<file path="src/rtl/ate_pkg.sv">
package ate_pkg;

  typedef enum logic [2:0] {
    S_IDLE = 3'd0,
    S_DYN  = 3'd1,
    S_POW  = 3'd2,
    S_FILT = 3'd3,
    S_TEMP = 3'd4
  } ateState_t;

  typedef struct packed {
    logic capture;
    logic doDyn;
    logic doPow;
    logic doFilt;
    logic doTemp;
  } ateStrb_t;

endpackage

</file>
<file path="src/rtl/ate_ctrl.sv">
module ate_ctrl
  import ate_pkg::*;
(
  input  logic     clk,
  input  logic     rstN,
  input  logic     evalTick,
  output ateStrb_t strb,
  output logic     estValid
);

  ateState_t state, nxtState;

  always_comb begin
    nxtState = state;
    unique case (state)
      S_IDLE:  nxtState = evalTick ? S_DYN : S_IDLE;
      S_DYN:   nxtState = S_POW;
      S_POW:   nxtState = S_FILT;
      S_FILT:  nxtState = S_TEMP;
      S_TEMP:  nxtState = S_IDLE;
      default: nxtState = S_IDLE;
    endcase
  end

  always_comb begin
    strb.capture = (state == S_IDLE) && evalTick;
    strb.doDyn   = (state == S_DYN);
    strb.doPow   = (state == S_POW);
    strb.doFilt  = (state == S_FILT);
    strb.doTemp  = (state == S_TEMP);
  end

  always_ff @(posedge clk or negedge rstN) begin
    if (!rstN) begin
      state    <= S_IDLE;
      estValid <= 1'b0;
    end else begin
      state    <= nxtState;
      estValid <= strb.doTemp;
    end
  end

  // valid lasts one cycle
  assert_valid_pulse_R6: assert property (@(posedge clk) disable iff (!rstN)
    estValid |=> !estValid);

  // valid follows the capture by a fixed latency
  assert_latency_R6: assert property (@(posedge clk) disable iff (!rstN)
    estValid |-> $past(strb.capture, 5));

  // no new capture while an estimate is running
  assert_busy_ignore_R7: assert property (@(posedge clk) disable iff (!rstN)
    strb.capture |=> !strb.capture && (state == S_DYN));

endmodule

</file>
<file path="src/rtl/ate_datapath.sv">
module ate_datapath
  import ate_pkg::*;
#(
  parameter int NUM_MON   = 4,
  parameter int CNT_W     = 10,
  parameter int WGT_W     = 6,
  parameter int V_W       = 6,
  parameter int F_W       = 6,
  parameter int P_W       = 12,
  parameter int T_W       = 10,
  parameter int OFF_W     = 8,
  parameter int NUM_NBR   = 2,
  parameter int NW_W      = 4,
  parameter int DYN_SH    = 14,
  parameter int VIDX_W    = 2,
  parameter int TIDX_W    = 2,
  parameter int STAT_UNIT = 8,
  parameter int RTH_W     = 4,
  parameter int RTH_NUM   = 3,
  parameter int RTH_SH    = 4,
  parameter int ALPHA_SH  = 2,
  parameter int NBR_SH    = 4,
  parameter int AMBIENT   = 180
) (
  input  logic                               clk,
  input  logic                               rstN,
  input  ateStrb_t                           strb,
  input  logic [NUM_MON-1:0][CNT_W-1:0]      actCnt,
  input  logic [NUM_MON-1:0][WGT_W-1:0]      actWeight,
  input  logic [V_W-1:0]                     vCode,
  input  logic [F_W-1:0]                     fCode,
  input  logic [OFF_W-1:0]                   ioOffset,
  input  logic [NUM_NBR-1:0][T_W-1:0]        nbrTemp,
  input  logic [NUM_NBR-1:0][NW_W-1:0]       nbrWeight,
  output logic [P_W-1:0]                     powerEst,
  output logic [T_W-1:0]                     tempEst
);

  localparam int CAC_W  = CNT_W + WGT_W + $clog2(NUM_MON + 1);
  localparam int PROD_W = CAC_W + 2 * V_W + F_W;
  localparam int STAT_N = 2 ** (VIDX_W + TIDX_W);
  localparam int TGT_W  = P_W + RTH_W;
  localparam int NS_W   = NW_W + T_W + $clog2(NUM_NBR + 1);
  localparam int SUMT_W = TGT_W + NS_W;
  localparam logic [P_W-1:0]    P_MAX    = {P_W{1'b1}};
  localparam logic [PROD_W-1:0] P_MAX_W  = PROD_W'(P_MAX);
  localparam logic [T_W-1:0]    T_MAX    = {T_W{1'b1}};
  localparam logic [SUMT_W-1:0] T_MAX_W  = SUMT_W'(T_MAX);
  localparam logic [TGT_W-1:0]  RISE_MAX = TGT_W'((TGT_W'(P_MAX) * TGT_W'(RTH_NUM)) >> RTH_SH);

  typedef logic [STAT_N-1:0][P_W-1:0] statTbl_t;

  function automatic statTbl_t buildStat();
    statTbl_t tbl;
    for (int vi = 0; vi < 2 ** VIDX_W; vi++) begin
      for (int ti = 0; ti < 2 ** TIDX_W; ti++) begin
        tbl[vi * (2 ** TIDX_W) + ti] = P_W'(STAT_UNIT * (vi + 1) * (ti + 1));
      end
    end
    return tbl;
  endfunction

  localparam statTbl_t STAT_TBL = buildStat();

  // Weighted capacitance from the live inputs, captured at the tick
  logic [NUM_MON-1:0][CAC_W-1:0] monProd;
  logic [CAC_W-1:0]              cacNow;

  genvar g;
  generate
    for (g = 0; g < NUM_MON; g++) begin : gMon
      assign monProd[g] = CAC_W'(actCnt[g]) * CAC_W'(actWeight[g]);
    end
  endgenerate

  always_comb begin
    cacNow = '0;
    for (int i = 0; i < NUM_MON; i++) cacNow = cacNow + monProd[i];
  end

  // Neighbour coupling
  logic [NUM_NBR-1:0][NS_W-1:0] nbrProd;
  logic [NS_W-1:0]              nbrSum;

  generate
    for (g = 0; g < NUM_NBR; g++) begin : gNbr
      assign nbrProd[g] = NS_W'(nbrTemp[g]) * NS_W'(nbrWeight[g]);
    end
  endgenerate

  always_comb begin
    nbrSum = '0;
    for (int j = 0; j < NUM_NBR; j++) nbrSum = nbrSum + nbrProd[j];
  end

  // Captured operands and pipeline registers
  logic [CAC_W-1:0] cacR;
  logic [V_W-1:0]   vR;
  logic [F_W-1:0]   fR;
  logic [OFF_W-1:0] offR;
  logic [NS_W-1:0]  nbrAddR;
  logic [P_W-1:0]   dynR;
  logic [P_W-1:0]   powR;
  logic [TGT_W-1:0] riseR;

  // Dynamic power
  logic [PROD_W-1:0] dynFull, dynSh;
  logic [P_W-1:0]    dynSat;
  always_comb begin
    dynFull = PROD_W'(cacR) * PROD_W'(vR) * PROD_W'(vR) * PROD_W'(fR);
    dynSh   = dynFull >> DYN_SH;
    dynSat  = (dynSh > P_MAX_W) ? P_MAX : dynSh[P_W-1:0];
  end

  // Static power from the computed table
  logic [VIDX_W-1:0]        vIdx;
  logic [TIDX_W-1:0]        tIdx;
  logic [P_W-1:0]           statPw;
  logic [P_W:0]             powSum;
  logic [P_W-1:0]           powSat;
  always_comb begin
    vIdx   = vR[V_W-1 -: VIDX_W];
    tIdx   = tempEst[T_W-1 -: TIDX_W];
    statPw = STAT_TBL[{vIdx, tIdx}];
    powSum = {1'b0, dynR} + {1'b0, statPw};
    powSat = powSum[P_W] ? P_MAX : powSum[P_W-1:0];
  end

  // First-order thermal filter on the rise above ambient
  logic [TGT_W-1:0]        target;
  logic signed [TGT_W:0]   diff, step;
  logic [TGT_W-1:0]        riseNext;
  always_comb begin
    target   = TGT_W'((TGT_W'(powR) * TGT_W'(RTH_NUM)) >> RTH_SH);
    diff     = $signed({1'b0, target}) - $signed({1'b0, riseR});
    step     = diff >>> ALPHA_SH;
    riseNext = TGT_W'($signed({1'b0, riseR}) + step);
  end

  // Temperature assembly
  logic [SUMT_W-1:0] tSum;
  logic [T_W-1:0]    tSat;
  always_comb begin
    tSum = SUMT_W'(AMBIENT) + SUMT_W'(riseR) + SUMT_W'(offR) + SUMT_W'(nbrAddR);
    tSat = (tSum > T_MAX_W) ? T_MAX : tSum[T_W-1:0];
  end

  always_ff @(posedge clk or negedge rstN) begin
    if (!rstN) begin
      cacR     <= '0;
      vR       <= '0;
      fR       <= '0;
      offR     <= '0;
      nbrAddR  <= '0;
      dynR     <= '0;
      powR     <= '0;
      riseR    <= '0;
      powerEst <= '0;
      tempEst  <= T_W'(AMBIENT);
    end else begin
      if (strb.capture) begin
        cacR    <= cacNow;
        vR      <= vCode;
        fR      <= fCode;
        offR    <= ioOffset;
        nbrAddR <= nbrSum >> NBR_SH;
      end
      if (strb.doDyn)  dynR  <= dynSat;
      if (strb.doPow)  powR  <= powSat;
      if (strb.doFilt) riseR <= riseNext;
      if (strb.doTemp) begin
        powerEst <= powR;
        tempEst  <= tSat;
      end
    end
  end

  // estimates change only on the publish step
  assert_hold_R6: assert property (@(posedge clk) disable iff (!rstN)
    !strb.doTemp |=> $stable(tempEst) && $stable(powerEst));

  // power never falls below the smallest static entry
  assert_pow_floor_R3: assert property (@(posedge clk) disable iff (!rstN)
    strb.doPow |=> powR >= STAT_TBL[0]);

  // filter state stays within the largest target
  assert_rise_cap_R4: assert property (@(posedge clk) disable iff (!rstN)
    riseR <= RISE_MAX);

  // temperature never drops below ambient
  assert_temp_floor_R5: assert property (@(posedge clk) disable iff (!rstN)
    tempEst >= T_W'(AMBIENT));

endmodule

</file>
<file path="src/rtl/act_thermal_est.sv">
module act_thermal_est
  import ate_pkg::*;
#(
  parameter int NUM_MON = 4,
  parameter int CNT_W   = 10,
  parameter int WGT_W   = 6,
  parameter int V_W     = 6,
  parameter int F_W     = 6,
  parameter int P_W     = 12,
  parameter int T_W     = 10,
  parameter int OFF_W   = 8,
  parameter int NUM_NBR = 2,
  parameter int NW_W    = 4,
  parameter int AMBIENT = 180
) (
  input  logic                          clk,
  input  logic                          rstN,
  input  logic                          evalTick,
  input  logic [NUM_MON-1:0][CNT_W-1:0] actCnt,
  input  logic [NUM_MON-1:0][WGT_W-1:0] actWeight,
  input  logic [V_W-1:0]                vCode,
  input  logic [F_W-1:0]                fCode,
  input  logic [OFF_W-1:0]              ioOffset,
  input  logic [NUM_NBR-1:0][T_W-1:0]   nbrTemp,
  input  logic [NUM_NBR-1:0][NW_W-1:0]  nbrWeight,
  output logic [P_W-1:0]                powerEst,
  output logic [T_W-1:0]                tempEst,
  output logic                          estValid
);

  ateStrb_t strb;

  ate_ctrl uCtrl (
    .clk      (clk),
    .rstN     (rstN),
    .evalTick (evalTick),
    .strb     (strb),
    .estValid (estValid)
  );

  ate_datapath #(
    .NUM_MON (NUM_MON),
    .CNT_W   (CNT_W),
    .WGT_W   (WGT_W),
    .V_W     (V_W),
    .F_W     (F_W),
    .P_W     (P_W),
    .T_W     (T_W),
    .OFF_W   (OFF_W),
    .NUM_NBR (NUM_NBR),
    .NW_W    (NW_W),
    .AMBIENT (AMBIENT)
  ) uDp (
    .clk       (clk),
    .rstN      (rstN),
    .strb      (strb),
    .actCnt    (actCnt),
    .actWeight (actWeight),
    .vCode     (vCode),
    .fCode     (fCode),
    .ioOffset  (ioOffset),
    .nbrTemp   (nbrTemp),
    .nbrWeight (nbrWeight),
    .powerEst  (powerEst),
    .tempEst   (tempEst)
  );

endmodule

</file>
<file path="config.mk">
export PLATFORM = sky130hd
export DESIGN_NAME = act_thermal_est
export DESIGN_NICKNAME = d
export VERILOG_FILES = /design/src/rtl/ate_pkg.sv /design/src/rtl/ate_ctrl.sv /design/src/rtl/ate_datapath.sv /design/src/rtl/act_thermal_est.sv
export SDC_FILE = /design/constraint.sdc
export NUM_CORES = 2
export LEC_CHECK = 0
export ABC_AREA = 1
export BUFFER_PORTS_ARGS = -buffer_cell sky130_fd_sc_hd__buf_4
export CORE_UTILIZATION = 50
export DETAILED_ROUTE_END_ITERATION = 7
export HOLD_SLACK_MARGIN = 0.02
export PLACE_DENSITY = 0.77
export SLEW_MARGIN = 20
export SYNTH_ARGS = -nofsm -noshare
export SYNTH_HDL_FRONTEND = slang
export SYNTH_SLANG_ARGS = --single-unit
</file>
<file path="constraint.sdc">
create_clock -name clk -period 33.1 [get_ports clk]
set_input_delay 0 -clock clk [delete_from_list [all_inputs] [get_ports clk]]
set_output_delay 0 -clock clk [all_outputs]
set_load 0.005 [all_outputs]
</file>
==> impl_results.md <==
- Status: finished, final reports clean
- Synthesis-to-finish area growth: 8.275%
- DR WL/cell: 14.14 um
- Synth warn: 0
- GRT busiest layer: met2
- Final global-route overflow total: 0
- Max transition margin: 0.2529
- Worst Hold Class: input port to flip-flop
- Gpl congestion: 0.9347
- Reg2reg end: uDp.dynR[1]
- Max_cap viols: 0
- Post-synth EDFFs: 0
- Die area: 63,910 sq um
- Slowest CP cell: dfrtp_1
- Worst reg2reg setup slack: 20,810 ps
- Max Fclk: 0.08138 GHz
- Chip height: 252.8 um
- CTS Buf Count: 17
- Hold depth: 6
- HP Start: actCnt[20]
- Post_cts resized: 0
- Initial Util: 0.5078
- WL final: 73,260 um
- Clk slew on worst S/H paths: 60 ps
- Mapped Cells: 4,240
- Syn_nets: 5,177
- Die X: 252.8 um
- Detail Placement HPWL: 61,270 um
- Yosys cell types: 56
- # setup viols final: 0
- Worst Skew: 21.79 ps
- Met1 usage: 0.3087
- Worst-Skew Late Latency: 470 ps
- CTS tree: done
- Drt drc: 0
- Clock root buffer: clkbuf_16
- Pin count of the biggest net entering global routing: 74
- Fin. max-slew vios: 0
- Via count: 26,550
- Fraction of layout cells with a size suffix above 1: 0.05869
- Clock tree sinks: 116
- Critical Setup Path Class: flip-flop to flip-flop
- Port Buffer Count: 137
- Synthesized area per cell: 7.418 sq um
- Max stage delay on crit path: 1070 ps
- Nature of the critical path endpoint: flip-flop
- CTS Buffer Depth: 2
- Met3 GRT Util: 0.02580
- GR Layer Usage met2: 0.4419
- Drt pass-1 iters: 6
- Nature of the critical path startpoint: flip-flop
- Asr flop ratio synth: 1.000
- CP max FO: 29
- Hold Path End: uDp.cacR[0]
- Setup repair after global routing missed its margin: false
- CP Data Required Time: 33,440 ps
- Final #Nets: 5,269
- Critical R2R Launch: uDp.vR[0]
- DR vias/cell: 5.124
- Worst slew pin tran: 1121 ps
- CTS H-tree depth: 4
- Register area share after synthesis: 0.09245
- GRT Resource Usage Total: 0.2448
- Ports: 138
- Flops & latches, synth: 116
- Std cell rows: 91
- Arr. time, crit path: 12,630 ps
- Setup TNS Final: 0 ps
- Top-area cell type share of the netlist area: 0.3412
- Synthesized area: 31,450 sq um
- Prevailing post-synth register cell: dfrtp_1
- Initial antenna violation count: 0
- ANT cells: 0
- Vias in the first global route: 27,620
- First-pass GRT wire length: 128,900 um
- Starting DRT DRC Count: 1,598
- Cell taking the most area after synthesis: fa_1
- Fin crit period: 12,290 ps
- Final period utilization: 0.3713
- Final hold violations: 0
- Total core area: 61,940 sq um
- Post-DRT Antenna Nets: 0
- Area contributors post-synth: fa_1 34%, nand2_1 13%, inv_1 12%, ha_1 11%, dfrtp_1 8.9%
- R2R cell count: 49
## layout by cell type, fill, tap and decap left out, types with 8 or more instances in the layout
cell,synthesis,final
dlygate4sd3_1,1,21
nand3_1,121,120
nand2_1,1104,1104
dfrtp_1,112,112
nor2_1,286,286
o21bai_1,12,12
a21o_1,9,9
xor2_1,71,71
or2_2,45,45
ha_1,286,286
o21ai_0,127,127
fa_1,536,536
nor3_1,22,22
nand4_1,25,25
o22ai_1,9,9
buf_4,1,152
o21a_1,8,8
clkbuf_16,0,17
xnor2_1,40,40
a21oi_1,184,184
a31oi_1,11,11
inv_1,1037,1037
## cells by family after synthesis
kind of cell,after synthesis,share of synthesized area
and+or+nand+nor,1636,0.2106
buffers and inverters,1142,0.1378
adders and majority gates,822,0.4549
AOI/OAI and AO/OA,413,0.07328
DFF,116,0.09245
xor gates and xnor gates,111,0.03091
## repair_timing
action | CTS | global route
hold buffers | 21 | 0
hold endpoints to repair | 63 | 0
setup endpoints to repair | 0 | 0
setup buffers | 0 | 0
## routing by layer
layer	vias up	wire, um
met4	0	1707
li1	12840	-
met2	708	36790
met5	-	0
met1	12870	31350
met3	134	3414
## state kept, by name (all words and copies together) (netlist names)
name / flops
uDp.dynR: 12
uDp.fR: 6
uDp.powerEst: 12
uDp.cacR: 19
uCtrl.state: 3
uDp.vR: 6
uDp.tempEst: 10
uDp.nbrAddR: 11
uDp.riseR: 16
uCtrl.estValid: 1
uDp.powR: 12
uDp.offR: 8
## cell type report
class	count	area, sq um
Clock buffer	17	425.4
Clock inverter	15	195.2
Fill cell	5796	27890
Inverter	1042	3911
Multi-Input combinational cell	2982	24220
Sequential cell	116	2908
Tap cell	837	1047
Timing Repair Buffer	173	1351
## cells in the mapped netlist (5+ instances only)
cell type	instances
or2_2	45
o21ai_0	127
nand2_1	1104
ha_1	286
dfrtp_1	112
nor2_1	286
o2111ai_1	5
nor3_1	22
nand4_1	25
fa_1	536
o31ai_1	7
o21a_1	8
nor4_1	6
clkbuf_1	87
nand3_1	121
o211ai_1	6
xor2_1	71
o22ai_1	9
a21boi_0	7
o21ai_1	7
inv_1	1037
a21o_1	9
a21oi_1	184
nand2_2	7
a31oi_1	11
nand3b_1	6
o21bai_1	12
xnor2_1	40
## worst max path at each step
stage,startpoint,to,cells past startpoint
final,uDp.vR[0],uDp.dynR[1],49
after global routing,uDp.vR[0],uDp.dynR[1],50
after CTS,uDp.vR[0],uDp.dynR[2],51
after detailed placement,uDp.vR[0],uDp.dynR[9],51
after global placement,uDp.vR[0],uDp.dynR[7],51
after floorplan,uDp.vR[0],uDp.dynR[1],55
## critical path: cells and delay by family, from the launching register on
| family | cells | cell delay (ps) |
|---|---|---|
| AO/OA/AOI/OAI | 8 | 1530 |
| AND/OR/NAND/NOR | 19 | 2690 |
| adder cells (fa/ha/maj) | 12 | 5620 |
| flip-flops | 1 | 1070 |
| XOR/XNOR | 2 | 790 |
| buffers and inverters | 8 | 460 |
## per-stage QoR
stage | util | setup slack, ps | std cells | hold slack (ps) | instance area (sq um)
2_1_floorplan | - | 22250 | 4240 | -295.6 | 31450
3_3_place_gp | 0.5364 | 21190 | 5129 | 39.54 | 33220
3_5_place_dp | 0.5364 | 21010 | 5129 | 47.73 | 33220
4_1_cts | 0.5498 | 20980 | 5182 | 62.26 | 34050
5_1_grt | 0.5498 | 19910 | 5182 | 121.6 | 34050
6_report | 0.5498 | 20810 | 5182 | 73.84 | 34050
Power is left out: the tool's default activity adds up to more than one toggle a clock period on the data nets, which glitch-free logic cannot reach.
